File: src/rtl/ecc_log_pkg.sv
package ecc_log_pkg;

  localparam int unsigned OFF_CTRL   = 0;
  localparam int unsigned OFF_STATUS = 1;
  localparam int unsigned OFF_ADDR   = 2;
  localparam int unsigned OFF_ATTR   = 3;
  localparam int unsigned OFF_MASTER = 4;
  localparam int unsigned OFF_DATA0  = 5;

  localparam int unsigned NUM_TYPES = 2;
  localparam int unsigned CTRL_BITS = 2 * NUM_TYPES;

  typedef struct packed {
    logic capture;
  } capStrobes_t;

endpackage

File: src/rtl/ecc_log_ctrl.sv
module ecc_log_ctrl
  import ecc_log_pkg::*;
#(
  parameter int unsigned REG_AW = 3
) (
  input  logic                 clk,
  input  logic                 rstN,
  input  logic                 evValid,
  input  logic                 evType,
  input  logic [REG_AW-1:0]    regAddr,
  input  logic                 regWr,
  input  logic [31:0]          regWdata,
  output logic [CTRL_BITS-1:0] ctrlQ,
  output logic [NUM_TYPES-1:0] flagQ,
  output logic                 irq,
  output capStrobes_t          strobes
);

  logic                 ctrlWr;
  logic                 statusWr;
  logic [NUM_TYPES-1:0] capEn;
  logic [NUM_TYPES-1:0] irqEn;
  logic [NUM_TYPES-1:0] setMask;
  logic [NUM_TYPES-1:0] clrMask;

  assign ctrlWr   = regWr && (regAddr == REG_AW'(OFF_CTRL));
  assign statusWr = regWr && (regAddr == REG_AW'(OFF_STATUS));
  assign capEn    = ctrlQ[NUM_TYPES-1:0];
  assign irqEn    = ctrlQ[CTRL_BITS-1:NUM_TYPES];

  generate
    for (genvar t = 0; t < NUM_TYPES; t++) begin : g_type
      assign setMask[t] = evValid && (int'(evType) == t) && capEn[t];
      assign clrMask[t] = statusWr && regWdata[t];
    end
  endgenerate

  always_comb begin
    strobes         = '0;
    strobes.capture = |setMask;
  end

  always_ff @(posedge clk or negedge rstN) begin
    if (!rstN) begin
      ctrlQ <= '0;
    end else if (ctrlWr) begin
      ctrlQ <= regWdata[CTRL_BITS-1:0];
    end
  end

  always_ff @(posedge clk or negedge rstN) begin
    if (!rstN) begin
      flagQ <= '0;
    end else begin
      flagQ <= (flagQ & ~clrMask) | setMask;
    end
  end

  assign irq = |(flagQ & irqEn);

endmodule

File: src/rtl/ecc_log_datapath.sv
module ecc_log_datapath
  import ecc_log_pkg::*;
#(
  parameter int unsigned ADDR_W   = 32,
  parameter int unsigned DATA_W   = 64,
  parameter int unsigned ATTR_W   = 8,
  parameter int unsigned MST_W    = 4,
  parameter int unsigned PAGE_LSB = 5,
  parameter int unsigned REG_AW   = 3
) (
  input  logic                 clk,
  input  capStrobes_t          strobes,
  input  logic [ADDR_W-1:0]    evAddr,
  input  logic [ATTR_W-1:0]    evAttr,
  input  logic [MST_W-1:0]     evMaster,
  input  logic [DATA_W-1:0]    evData,
  input  logic [CTRL_BITS-1:0] ctrlQ,
  input  logic [NUM_TYPES-1:0] flagQ,
  input  logic [REG_AW-1:0]    regAddr,
  output logic [ADDR_W-1:0]    capAddrQ,
  output logic [31:0]          regRdata
);

  localparam int unsigned DATA_WORDS = (DATA_W + 31) / 32;
  localparam int unsigned PAD_W      = DATA_WORDS * 32;
  localparam logic [ADDR_W-1:0] PAGE_MASK = ~((ADDR_W'(1) << PAGE_LSB) - ADDR_W'(1));

  logic [ATTR_W-1:0] capAttrQ;
  logic [MST_W-1:0]  capMasterQ;
  logic [DATA_W-1:0] capDataQ;
  logic [PAD_W-1:0]  dataPad;
  logic [31:0]       dataWord [DATA_WORDS];

  always_ff @(posedge clk) begin
    if (strobes.capture) begin
      capAddrQ   <= evAddr & PAGE_MASK;
      capAttrQ   <= evAttr;
      capMasterQ <= evMaster;
      capDataQ   <= evData;
    end
  end

  assign dataPad = PAD_W'(capDataQ);

  generate
    for (genvar w = 0; w < DATA_WORDS; w++) begin : g_word
      assign dataWord[w] = dataPad[32*w +: 32];
    end
  endgenerate

  always_comb begin
    regRdata = '0;
    unique case (int'(regAddr))
      OFF_CTRL:   regRdata = 32'(ctrlQ);
      OFF_STATUS: regRdata = 32'(flagQ);
      OFF_ADDR:   regRdata = 32'(capAddrQ);
      OFF_ATTR:   regRdata = 32'(capAttrQ);
      OFF_MASTER: regRdata = 32'(capMasterQ);
      default: begin
        for (int w = 0; w < DATA_WORDS; w++) begin
          if (int'(regAddr) == OFF_DATA0 + w) regRdata = dataWord[w];
        end
      end
    endcase
  end

endmodule

File: src/rtl/ecc_event_log.sv
module ecc_event_log
  import ecc_log_pkg::*;
#(
  parameter int unsigned ADDR_W   = 32,
  parameter int unsigned DATA_W   = 64,
  parameter int unsigned ATTR_W   = 8,
  parameter int unsigned MST_W    = 4,
  parameter int unsigned PAGE_LSB = 5,
  parameter int unsigned REG_AW   = 3
) (
  input  logic              clk,
  input  logic              rstN,
  input  logic              evValid,
  input  logic              evType,
  input  logic [ADDR_W-1:0] evAddr,
  input  logic [ATTR_W-1:0] evAttr,
  input  logic [MST_W-1:0]  evMaster,
  input  logic [DATA_W-1:0] evData,
  input  logic [REG_AW-1:0] regAddr,
  input  logic              regWr,
  input  logic [31:0]       regWdata,
  output logic [31:0]       regRdata,
  output logic              irq
);

  capStrobes_t          strobes;
  logic [CTRL_BITS-1:0] ctrlQ;
  logic [NUM_TYPES-1:0] flagQ;
  logic [ADDR_W-1:0]    capAddrQ;

  ecc_log_ctrl #(.REG_AW(REG_AW)) i_ctrl (
    .clk      (clk),
    .rstN     (rstN),
    .evValid  (evValid),
    .evType   (evType),
    .regAddr  (regAddr),
    .regWr    (regWr),
    .regWdata (regWdata),
    .ctrlQ    (ctrlQ),
    .flagQ    (flagQ),
    .irq      (irq),
    .strobes  (strobes)
  );

  ecc_log_datapath #(
    .ADDR_W   (ADDR_W),
    .DATA_W   (DATA_W),
    .ATTR_W   (ATTR_W),
    .MST_W    (MST_W),
    .PAGE_LSB (PAGE_LSB),
    .REG_AW   (REG_AW)
  ) i_datapath (
    .clk      (clk),
    .strobes  (strobes),
    .evAddr   (evAddr),
    .evAttr   (evAttr),
    .evMaster (evMaster),
    .evData   (evData),
    .ctrlQ    (ctrlQ),
    .flagQ    (flagQ),
    .regAddr  (regAddr),
    .capAddrQ (capAddrQ),
    .regRdata (regRdata)
  );

endmodule

File: config.mk
export PLATFORM = sky130hd
export DESIGN_NAME = ecc_event_log
export DESIGN_NICKNAME = d
export VERILOG_FILES = /design/src/rtl/ecc_log_pkg.sv /design/src/rtl/ecc_log_ctrl.sv /design/src/rtl/ecc_log_datapath.sv /design/src/rtl/ecc_event_log.sv
export SDC_FILE = /design/constraint.sdc
export NUM_CORES = 1
export LEC_CHECK = 0
export ABC_AREA = 0
export BUFFER_PORTS_ARGS = -buffer_cell sky130_fd_sc_hd__clkbuf_2
export CAP_MARGIN = 20
export CORE_ASPECT_RATIO = 0.6
export CORE_MARGIN = 2
export CORE_UTILIZATION = 45
export CTS_BUF_LIST = sky130_fd_sc_hd__clkbuf_4 sky130_fd_sc_hd__clkbuf_8
export DETAILED_ROUTE_END_ITERATION = 12
export PLACE_DENSITY = 0.79
export REMOVE_ABC_BUFFERS = 1
export SYNTH_ARGS = -nofsm -noshare
export SYNTH_HDL_FRONTEND = slang
export SYNTH_HIERARCHICAL = 1
export SYNTH_SLANG_ARGS = --single-unit
File: constraint.sdc
create_clock -name clk -period 6.1 [get_ports clk]
set_clock_uncertainty 0.1 [all_clocks]
set_input_delay 0.61 -clock clk [delete_from_list [all_inputs] [get_ports clk]]
set_output_delay 0.61 -clock clk [all_outputs]
set_load 0.02 [all_outputs]
==> Flow_metrics.wiki, run 1 <==
{| class="wikitable"
! Metric !! Value
|-
| Clk pwr share || 25.7%
|-
| Final Non-Filler Cells || 519
|-
| Worst setup path startpoint || regAddr[0]
|-
| DIE AREA || 10,200 um2
|-
| Max-Cap Viols || 0
|-
| Area of the multi-input gates || roughly 870 um2
|-
| Total inserted antenna cells || 0
|-
| Highest achievable clock rate || 300 MHz
|-
| Worst reg2reg setup slack || roughly 3800 ps
|-
| Placed cells || between 500 and 600
|-
| Remaining antenna violation count after routing || 0
|-
| Commonest non-fill, non-tap cells in the layout || 147 x sky130_fd_sc_hd__clkbuf_2, 103 x sky130_fd_sc_hd__edfxtp_1, 28 x sky130_fd_sc_hd__a22oi_1
|-
| Global-route wire length before repair || ~14 mm
|-
| Number of nets in the layout || approximately 530
|-
| Clock tree from TritonCTS || done
|-
| Number of design rule violations left after detail routing || 0
|-
| Crit Path Class || in2out
|-
| Critical path data required time || 5390 ps
|-
| Worst flop-to-flop path endpoint || i_datapath/capAddrQ[30]
|-
| Worst-margin pin slew || 724 ps
|-
| Post-synth design cell area || between 4000 and 5000 um2
|-
| TritonCTS Buffers || 9
|-
| Crit-path max FO || 23
|-
| Switch Pwr || approximately 0.38 mW
|-
| Status || finished, final reports clean
|-
| Total Negative Setup Slacks || 0 ps
|-
| Post-CTS setup buffer count || 0
|-
| Width of the die || ~130 um
|-
| Cell row count || 27
|-
| Detail-routed via count per cell || 5.16
|-
| Worst reg-to-reg path cell count || 4
|-
| Met3 track utilization from global routing || between 7 and 8%
|-
| Pleak || 2.04 nW
|-
| Buffer depth of the longest clock path || 2
|-
| Final Hold Violating Endpoints || 0
|-
| Height of the die || approximately 80 um
|-
| Reg-to-reg critical path startpoint || i_ctrl/ctrlQ[1]
|-
| Critical Path Start Type || input pin
|-
| Worst slew margin relative to its limit || between 50% and 60%
|-
| Post-CTS clock slew at the launch and capture registers of the worst setup and hold paths || 100 ps
|-
| Critical Path Sink || regRdata[13]
|-
| Number of antenna violations at the first check in global routing || 0
|-
| Leading cell type in the layout, fill and taps excluded || sky130_fd_sc_hd__clkbuf_2
|-
| GRT Max-Usage Layer || met2
|-
| Via count of the first global-routing pass || around 2,700
|-
| Router iterations before antenna repair || 4
|-
| Largest net degree at the start of global routing || 56
|-
| Share of total power consumed by net switching || roughly a quarter
|-
| Power density over the cells || about 290 nW/um2
|-
| Total gr overflow || 0
|-
| IO Count || 181
|-
| Max VDD drop || 154 uV
|-
| Final WL || just over 9 mm
|-
| Cell internal pwr || 1.13 mW
|-
| Final critical-path required period || about 3300 ps
|-
| Layout cells sized above 1 || between 40% and 50%
|-
| H-tree Lvls || 3
|-
| Final period util || 54.6%
|-
| Routing usage on met1 || approximately a quarter
|-
| Area added between synthesis and finish || 24.3%
|-
| Number of cells on the worst hold path || 1
|-
| Mapped Cells || ~240
|-
| Final setup violation count || 0
|-
| DRT iter0 DRCs || between 100 and 150
|-
| Clock sink count || between 100 and 150
|-
| Initial standard-cell utilization of the core || a little under half
|-
| Area used by sequential logic in the layout || ~3200 um2
|-
| Via count || around 2,700
|-
| Part of the total power dissipated in combinational logic || approximately 13%
|-
| Number of filler cells placed in the layout || approximately 740
|-
| Total GRT Usage || between 10% and 20%
|-
| Total number of yosys warnings || 6
|-
| Global routing met2 resource utilization || approximately 29%
|-
| Core region area || 9160 um2
|-
| Max-slew violation total from the final report || 0
|-
| Detail Placement HPWL || about 6.3 mm
|-
| Number of input and output port buffers inserted || ~150
|-
| Unrepaired setup endpoints after global routing || no
|-
| Routed length per placed instance || 17.5 um
|-
| Syn Area/Cell || around 18 um2
|-
| Insertion delay to the later sink of the worst-skew pair || between 300 and 400 ps
|-
| Sort of element at the end of the critical path || primary output
|-
| Share of power burned in registers || 61.5%
|-
| Hold WC Path Type || in2reg
|-
| Crit path DAT || ~2600 ps
|-
| Master cell of the clock root buffer || sky130_fd_sc_hd__clkbuf_8
|-
| Routability congestion estimate || around 0.77
|}
-- state kept, by name, indices dropped and copies added, names as in the netlist --
name	flops
i_ctrl/ctrlQ	4
i_datapath/capAddrQ	27
i_datapath/capMasterQ	4
i_ctrl/flagQ	2
i_datapath/capDataQ	64
i_datapath/capAttrQ	8
-- critical path, cell delays in order --
cell,delay (ps)
sky130_fd_sc_hd__clkbuf_2,470
sky130_fd_sc_hd__nor2b_2,640
sky130_fd_sc_hd__buf_4,350
sky130_fd_sc_hd__a22oi_1,120
sky130_fd_sc_hd__o2bb2ai_1,210
sky130_fd_sc_hd__clkbuf_2,200
-- cell type report --
type / count / area share [%]
clock buffer: 9 / 2.35
inverter: 5 / 0.356
tap: 130 / 3.09
sequential: 109 / 61.6
timing repair buffer: 153 / 15.2
multi-input combinational: 106 / 16.5
clock inverter: 7 / 0.926
-- worst min path at each step --
| stage | from | to | slack, ps |
|---|---|---|---|
| final | evData[35] | i_datapath/capDataQ[35] | 320 |
| after global routing | evAddr[11] | i_datapath/capAddrQ[11] | 280 |
| after CTS | evAddr[10] | i_datapath/capAddrQ[10] | 290 |
| after floorplan | rstN | i_ctrl/ctrlQ[0] | 210 |
| after detailed placement | rstN | i_ctrl/flagQ[1] | 340 |
| after global placement | rstN | i_ctrl/ctrlQ[1] | 340 |
-- power groups by stage --
stage	Clock, mW	Combinational (mW)	Sequential [mW]
after floorplan	0	0.105	0.953
after detailed placement	0	0.194	0.948
after CTS	0.407	0.195	0.931
after global placement	0	0.188	0.943
after global routing	0.435	0.213	0.937
final	0.388	0.195	0.930
-- stage by stage --
stage               setup WS [ps]  utilization [%]  area [um2]  power, mW  hold slack (ps)
floorplan                     134                -        4120       1.06              214
global placement             2740             55.2        5060       1.13              338
detailed placement           2690             55.2        5060       1.14              342
CTS                          2690             57.2        5240       1.53              290
global route                 2620             57.5        5270       1.58              281
finish                       2770             57.5        5270       1.51              320
-- per-layer routing --
metal,part of all wire (%),up-vias
met2,46,106
li1,-,1264
met4,0.73,0
met3,8.9,8
met5,0,-
met1,44,1298
-- what timing repair did --
| item | in CTS | in global routing |
|---|---|---|
| resized for setup | 0 | 0 |
| hold buffers | 1 | 0 |
| hold endpoints to repair | 6 | 0 |
Note: power is estimated with default switching activity, not from simulation.
==> run 2, diff against run 1 <==
--- a/config.mk
+++ b/config.mk
@@ -13,7 +13,7 @@
 export CORE_UTILIZATION = 45
 export CTS_BUF_LIST = sky130_fd_sc_hd__clkbuf_4 sky130_fd_sc_hd__clkbuf_8
 export DETAILED_ROUTE_END_ITERATION = 12
-export PLACE_DENSITY = 0.79
+export PLACE_DENSITY = 0.76
 export REMOVE_ABC_BUFFERS = 1
 export SYNTH_ARGS = -nofsm -noshare
 export SYNTH_HDL_FRONTEND = slang
==> constraint.sdc (replaced) <==
create_clock -name clk -period 3.1 [get_ports clk]
set_clock_uncertainty 0.1 [all_clocks]
set_input_delay 0.31 -clock clk [delete_from_list [all_inputs] [get_ports clk]]
set_output_delay 0.31 -clock clk [all_outputs]
set_load 0.02 [all_outputs]
==> Flow_metrics.wiki, run 2 (synthesis results as in run 1) <==
{| class="wikitable"
! Metric !! Value
|-
| Routability congestion estimate || 0.783 (was 0.768)
|-
| Power Total || 3.15 mW (was 1.51 mW)
|-
| Clock tree from TritonCTS || done (unchanged)
|-
| Detail Placement HPWL || 6.39 mm (was 6.27 mm)
|-
| Crit-path max FO || 14 (was 23)
|-
| Number of input and output port buffers inserted || 147 (unchanged)
|-
| Final critical-path required period || ~2400 ps
|-
| H-tree Lvls || 3 (unchanged)
|-
| Status || finished, final reports clean (unchanged)
|-
| Critical Path Sink || regRdata[9] (was regRdata[13])
|-
| Number of cells on the worst hold path || 1 (unchanged)
|-
| Worst slack at placement || 789 ps (was 2690 ps)
|-
| Unrepaired setup endpoints after global routing || no (unchanged)
|-
| Total gr overflow || 0 (unchanged)
|-
| Worst reg2reg setup slack || 1420 ps (was 3770 ps)
|-
| Final worst setup slack || 748 ps (was 2770 ps)
|-
| Highest achievable clock rate || 425 MHz
|-
| Max-slew violation total from the final report || 0 (unchanged)
|-
| Biggest registers after layout || i_datapath/capDataQ x64, i_datapath/capAddrQ x27, i_datapath/capAttrQ x8 (unchanged)
|-
| Most repeated library cell on the critical path || sky130_fd_sc_hd__clkbuf_2 (unchanged)
|-
| Area used by sequential logic in the layout || 3240 um2 (unchanged)
|-
| Kind of cell adding the most delay to the critical path || buffers and inverters (unchanged)
|-
| Critical Path Start Type || input pin (unchanged)
|-
| Worst path slowest cell || sky130_fd_sc_hd__and2b_1 (was sky130_fd_sc_hd__nor2b_2)
|-
| Insertion delay to the later sink of the worst-skew pair || 360 ps (was 350 ps)
|-
| Leading cell type in the layout, fill and taps excluded || sky130_fd_sc_hd__clkbuf_2 (unchanged)
|-
| DIE AREA || 10,200 um2 (unchanged)
|-
| Final period util || between 70% and 80%
|-
| Pleak || 2.47 nW (was 2.04 nW)
|-
| Worst reg-to-reg path cell count || 3 (was 4)
|-
| Height of the die || 79.2 um (unchanged)
|-
| Number of design rule violations left after detail routing || 0 (unchanged)
|-
| Routed length on met3 || 780 um (was 809 um)
|-
| Wire length on met2 || 5.68 mm (was 4.21 mm)
|-
| Max stage delay on crit path || 500 ps (was 640 ps)
|-
| Crit path DAT || 1940 ps (was 2620 ps)
|-
| IO Count || 181 (unchanged)
|-
| Post-CTS clock slew at the launch and capture registers of the worst setup and hold paths || 90 ps (was 100 ps)
|-
| Worst flop-to-flop path endpoint || i_datapath/capDataQ[47] (was i_datapath/capAddrQ[30])
|-
| Max VDD drop || 311 uV (was 154 uV)
|-
| Power density over the cells || 502 nW/um2 (was 287 nW/um2)
|-
| Final Hold Violating Endpoints || 0 (unchanged)
|-
| Buffer depth of the longest clock path || 2 (unchanged)
|-
| Via count || 3,158 (was 2,676)
|-
| Via count of the first global-routing pass || 3,304 (was 2,696)
|-
| DRT iter0 DRCs || 206 (was 131)
|-
| Critical Path, Cell by Cell || clkbuf_2, and2b_1, buf_4, a22oi_1, o2bb2ai_1, clkbuf_2 (was clkbuf_2, nor2b_2, buf_4, a22oi_1, o2bb2ai_1, clkbuf_2)
|-
| Worst-margin pin slew || 889 ps (was 724 ps)
|-
| Global-route wire length before repair || 16.8 mm (was 13.7 mm)
|-
| Worst hold margin || 25.4 ps (was 320 ps)
|-
| Clock sink count || 109 (unchanged)
|-
| Commonest non-fill, non-tap cells in the layout || 147 x sky130_fd_sc_hd__clkbuf_2, 103 x sky130_fd_sc_hd__edfxtp_1, 99 x sky130_fd_sc_hd__dlygate4sd3_1 (was 147 x sky130_fd_sc_hd__clkbuf_2, 103 x sky130_fd_sc_hd__edfxtp_1, 28 x sky130_fd_sc_hd__a22oi_1)
|-
| Routed length per placed instance || 18.3 um (was 17.5 um)
|-
| Number of nets in the layout || 632 (was 532)
|-
| Cell row count || 27 (unchanged)
|-
| Post-CTS Resized || 0 (unchanged)
|-
| Layout cells sized above 1 || 38.2% (was 47.3%)
|-
| Width of the die || 129 um (unchanged)
|-
| Total inserted antenna cells || 0 (unchanged)
|-
| Crit Path Class || in2out (unchanged)
|-
| Worst setup path startpoint || regAddr[1] (was regAddr[0])
|-
| Placed cells || 504 (was 501)
|-
| Core region area || 9160 um2 (unchanged)
|-
| Final setup violation count || 0 (unchanged)
|-
| Hold WC Path Type || in2reg (unchanged)
|-
| Master cell of the clock root buffer || sky130_fd_sc_hd__clkbuf_8 (unchanged)
|-
| Total GRT Usage || 22.4% (was 18.3%)
|-
| Sort of element at the end of the critical path || primary output (unchanged)
|-
| CP Depth || 6 (unchanged)
|-
| Reg-to-reg critical path startpoint || i_ctrl/ctrlQ[1] (unchanged)
|-
| Max-Cap Viols || 0 (unchanged)
|-
| Total buffers and inverters traversed by the critical path || 3 (unchanged)
|-
| Number of antenna violations at the first check in global routing || 0 (unchanged)
|-
| Highest metal layer used by the detailed router || met4 (unchanged)
|-
| Register with the highest flop count || i_datapath/capDataQ (unchanged)
|-
| Remaining antenna violation count after routing || 0 (unchanged)
|-
| TritonCTS Buffers || 9 (unchanged)
|-
| Max reg flops || 64 (unchanged)
|-
| Final Non-Filler Cells || 619 (was 519)
|-
| Detail-routed via count per cell || 5.10 (was 5.16)
|-
| Total Negative Setup Slacks || 0 ps (unchanged)
|-
| Final WL || 11.3 mm (was 9.06 mm)
|-
| Routed met1 length || 4.72 mm (was 3.98 mm)
|-
| Worst slew margin relative to its limit || 40.7% (was 51.6%)
|-
| Router iterations before antenna repair || 4 (unchanged)
|-
| Number of filler cells placed in the layout || 663 (was 738)
|-
| Initial standard-cell utilization of the core || 46.3% (unchanged)
|-
| Critical path data required time || 2690 ps (was 5390 ps)
|-
| Largest net degree at the start of global routing || 104 (was 56)
|-
| Area of the multi-input gates || 867 um2 (unchanged)
|-
| Area added between synthesis and finish || 48.0% (was 24.3%)
|}
[run 2: report_power, final]
group	internal (mW)	switching, mW
clock network	0.317	0.496
logic	0.231	0.265
registers	1.79	0.0500
total	2.33	0.811
[run 2: repair_timing]
action                                 in CTS  in global routing
buffers inserted                            0                  0
hold buffers                               96                  3
endpoints found under the hold margin     101                  3
[run 2: through the flow]
stage          area (um2)  utilization (%)
2_1_floorplan        4120                -
3_3_place_gp         5090             55.6
3_5_place_dp         5090             55.6
4_1_cts              6240             68.2
5_1_grt              6270             68.5
6_report             6270             68.5
[run 2: cell type report]
class                           count  area share [%]
Clock buffer                       10            2.09
Clock inverter                      6           0.898
Inverter                            5           0.299
Multi-Input combinational cell    106            13.8
Sequential cell                   109            51.7
Tap cell                          130            2.59
Timing Repair Buffer              253            28.6
[run 2: worst min path at each step]
stage	end	start
floorplan	i_ctrl/ctrlQ[0]	rstN
global placement	i_ctrl/flagQ[1]	rstN
detailed placement	i_ctrl/flagQ[1]	rstN
CTS	i_datapath/capAddrQ[11]	evAddr[11]
global route	i_datapath/capDataQ[33]	evData[33]
finish	i_datapath/capDataQ[33]	evData[33]
[run 2: worst register-to-register path, delay by kind of cell (launching register included)]
kind                   cells  cell delay, ps
buffers and inverters      1             380
AND/OR/NAND/NOR            1             150
multiplexers               1             140
flip-flops                 1             410
[run 2: routing by layer]
layer / vias up / track usage, %
met1: 1531 / 26.5
met5: - / 0
li1: 1466 / -
met2: 147 / 39.1
met4: 0 / 6.85
met3: 14 / 7.55
==> run 3, diff against run 2 <==
--- a/config.mk
+++ b/config.mk
@@ -5,7 +5,7 @@
 export SDC_FILE = /design/constraint.sdc
 export NUM_CORES = 1
 export LEC_CHECK = 0
-export ABC_AREA = 0
+export ABC_AREA = 1
 export BUFFER_PORTS_ARGS = -buffer_cell sky130_fd_sc_hd__clkbuf_2
 export CAP_MARGIN = 20
 export CORE_ASPECT_RATIO = 0.6
@@ -13,7 +13,7 @@
 export CORE_UTILIZATION = 45
 export CTS_BUF_LIST = sky130_fd_sc_hd__clkbuf_4 sky130_fd_sc_hd__clkbuf_8
 export DETAILED_ROUTE_END_ITERATION = 12
-export PLACE_DENSITY = 0.76
+export PLACE_DENSITY = 0.79
 export REMOVE_ABC_BUFFERS = 1
 export SYNTH_ARGS = -nofsm -noshare
 export SYNTH_HDL_FRONTEND = slang
==> constraint.sdc (replaced) <==
create_clock -name clk -period 2 [get_ports clk]
set_clock_uncertainty 0.1 [all_clocks]
set_input_delay 0.2 -clock clk [delete_from_list [all_inputs] [get_ports clk]]
set_output_delay 0.2 -clock clk [all_outputs]
set_load 0.02 [all_outputs]
==> Flow_metrics.wiki, run 3 <==
{| class="wikitable"
! Metric !! Value
|-
| H-tree Lvls || 3 (unchanged)
|-
| Post-CTS setup buffer count || 0 (unchanged)
|-
| Crit-path max FO || 9 (was 14)
|-
| Final Hold Violating Endpoints || 0 (unchanged)
|-
| Number of filler cells placed in the layout || 609 (was 663)
|-
| Remaining antenna violation count after routing || 0 (unchanged)
|-
| Crit path DAT || 1360 ps (was 1940 ps)
|-
| Critical Path Start Type || input pin (unchanged)
|-
| Number of antenna violations at the first check in global routing || 0 (unchanged)
|-
| Global-route wire length before repair || 18.5 mm (was 16.8 mm)
|-
| Final setup violation count || 0 (unchanged)
|-
| Initial standard-cell utilization of the core || 46.7% (was 46.3%)
|-
| Number of input and output port buffers inserted || 147 (unchanged)
|-
| Sort of element at the end of the critical path || primary output (unchanged)
|-
| Final critical-path required period || between 1500 and 2000 ps
|-
| Leading cell type in the layout, fill and taps excluded || sky130_fd_sc_hd__clkbuf_2 (unchanged)
|-
| Power density over the cells || 760 nW/um2 (was 502 nW/um2)
|-
| Via count || 3,645 (was 3,158)
|-
| Cell internal pwr || 3.81 mW (was 2.33 mW)
|-
| Final period util || 83.1%
|-
| Layout cells sized above 1 || 31.0% (was 38.2%)
|-
| Height of the die || 79.8 um (was 79.2 um)
|-
| Number of design rule violations left after detail routing || 0 (unchanged)
|-
| Biggest registers after layout || i_datapath/capDataQ x64, i_datapath/capAddrQ x27, i_datapath/capAttrQ x8 (unchanged)
|-
| Number of nets in the layout || 734 (was 632)
|-
| Status || finished, final reports clean (unchanged)
|-
| Insertion delay to the later sink of the worst-skew pair || 350 ps (was 360 ps)
|-
| Crit Path Class || in2out (unchanged)
|-
| Total number of yosys warnings || 6 (unchanged)
|-
| Max VDD drop || 566 uV (was 311 uV)
|-
| DRT iter0 DRCs || 193 (was 206)
|-
| Worst setup path startpoint || regAddr[0] (was regAddr[1])
|-
| Max reg flops || 64 (unchanged)
|-
| Final worst setup slack || 339 ps (was 748 ps)
|-
| Design area || 6540 um2 (was 6270 um2)
|-
| Pleak || 2.74 nW (was 2.47 nW)
|-
| Reg-to-reg critical path startpoint || i_ctrl/ctrlQ[1] (unchanged)
|-
| Router iterations before antenna repair || 5 (was 4)
|-
| Total inserted antenna cells || 0 (unchanged)
|-
| Hold_sp || evType (was evData[33])
|-
| Post-synth design cell area || 4310 um2 (was 4240 um2)
|-
| Final Non-Filler Cells || 721 (was 619)
|-
| Clock sink count || 109 (unchanged)
|-
| Critical path data required time || 1700 ps (was 2690 ps)
|-
| TritonCTS Buffers || 9 (unchanged)
|-
| Worst slack at placement || 364 ps (was 789 ps)
|-
| Core region area || 9220 um2 (was 9160 um2)
|-
| Part of the total power dissipated in combinational logic || 15.1% (was 15.8%)
|-
| Largest net degree at the start of global routing || 76 (was 104)
|-
| Share of total power consumed by net switching || 23.4% (was 25.8%)
|-
| Switch Pwr || 1.16 mW (was 0.811 mW)
|-
| Area used by sequential logic in the layout || 3240 um2 (unchanged)
|-
| Post-CTS clock slew at the launch and capture registers of the worst setup and hold paths || 90 ps (about the same)
|-
| Commonest non-fill, non-tap cells in the layout || 147 x sky130_fd_sc_hd__clkbuf_2, 108 x sky130_fd_sc_hd__dlygate4sd3_1, 103 x sky130_fd_sc_hd__edfxtp_1 (was 147 x sky130_fd_sc_hd__clkbuf_2, 103 x sky130_fd_sc_hd__edfxtp_1, 99 x sky130_fd_sc_hd__dlygate4sd3_1)
|-
| Total gr overflow || 0 (unchanged)
|-
| Area added between synthesis and finish || 51.8% (was 48.0%)
|-
| Final WL || 12.1 mm (was 11.3 mm)
|-
| Max-Cap Viols || 0 (unchanged)
|-
| Hold WC Path Type || in2reg (unchanged)
|-
| Max-slew violation total from the final report || 0 (unchanged)
|-
| Total GRT Usage || 24.2% (was 22.4%)
|-
| Worst slew margin relative to its limit || 67.8% (was 40.7%)
|-
| Master cell of the clock root buffer || sky130_fd_sc_hd__clkbuf_8 (unchanged)
|-
| Via count of the first global-routing pass || 3,745 (was 3,304)
|-
| Cell row count || 27 (unchanged)
|-
| Buffer depth of the longest clock path || 2 (unchanged)
|-
| Clock tree from TritonCTS || done (unchanged)
|-
| Detail Placement HPWL || 6.95 mm (was 6.39 mm)
|-
| Placed cells || 597 (was 504)
|-
| Highest achievable clock rate || between 600 and 700 MHz
|-
| Cell area after placement || 5240 um2 (was 5090 um2)
|-
| Area of the multi-input gates || 920 um2 (was 867 um2)
|-
| Detail-routed via count per cell || 5.06 (was 5.10)
|-
| Routed length per placed instance || 16.8 um (was 18.3 um)
|-
| Worst-margin pin slew || 481 ps (was 889 ps)
|-
| Post-CTS Resized || 0 (unchanged)
|-
| Width of the die || 130 um (was 129 um)
|-
| DIE AREA || 10,400 um2 (was 10,200 um2)
|-
| Syn Area/Cell || 13.3 um2 (was 18.0 um2)
|-
| Routability congestion estimate || 0.880 (was 0.783)
|-
| Mapped Cells || 325 (was 235)
|-
| Clk pwr share || 28.8% (was 25.9%)
|-
| Register with the highest flop count || i_datapath/capDataQ (unchanged)
|-
| Unrepaired setup endpoints after global routing || no (unchanged)
|-
| IO Count || 181 (unchanged)
|-
| Share of power burned in registers || 56.0% (was 58.4%)
|}
run 3: final cells by class:
class,instances,area share (%)
Sequential cell,109,49.6
Timing Repair Buffer,269,29.8
Multi-Input combinational cell,185,14.1
Tap cell,130,2.49
Clock buffer,12,2.24
Clock inverter,4,1.11
Inverter,12,0.689
run 3: final timing paths:
check                                          end  slack [ps]  cells after the start
min in group asynchronous          i_ctrl/ctrlQ[1]         100                      2
min                                i_ctrl/flagQ[1]          60                      3
max                                    regRdata[3]         340                      7
max reg2reg                i_datapath/capAddrQ[23]         540                      3
min reg2reg                        i_ctrl/ctrlQ[1]         410                      2
max in group asynchronous          i_ctrl/flagQ[0]        1530                      2
run 3: metrics by stage:
| step | hold WS, ps | setup TNS [ps] | power, mW | utilization (%) |
|---|---|---|---|---|
| finish | 61.5 | 0 | 4.97 | 70.9 |
| global route | 66.4 | 0 | 5.18 | 70.9 |
| CTS | 39.0 | 0 | 5.00 | 70.9 |
| detailed placement | -58.2 | 0 | 3.40 | 56.8 |
| global placement | -63.0 | 0 | 3.38 | 56.8 |
| floorplan | -196 | -125480 | 3.11 | - |
run 3: routing by layer:
metal  global-route usage, %  wire, um  share of wire, %
met1                    29.9      4960                41
met2                    40.8      5870                48
met3                    7.31      1100               9.0
met4                    8.28       214               1.8
met5                       0         0                 0
run 3: power groups by stage:
stage	registers (mW)	clock network [mW]	logic (mW)
4_1_cts	2.78	1.48	0.736
3_3_place_gp	2.83	0	0.553
5_1_grt	2.80	1.56	0.817
6_report	2.78	1.43	0.753
3_5_place_dp	2.84	0	0.568
2_1_floorplan	2.84	0	0.270
run 3: worst max-delay path, cell delays in order:
cell	delay, ps
sky130_fd_sc_hd__clkbuf_2	190
sky130_fd_sc_hd__nor2_1	420
sky130_fd_sc_hd__nand2_1	130
sky130_fd_sc_hd__nor2_1	110
sky130_fd_sc_hd__nor2_1	60
sky130_fd_sc_hd__nand2_1	70
sky130_fd_sc_hd__clkbuf_2	170
run 3: what timing repair did:
item,CTS,global route
hold endpoints to repair,113,0
hold buffers,108,0
endpoints found under the setup margin,0,0
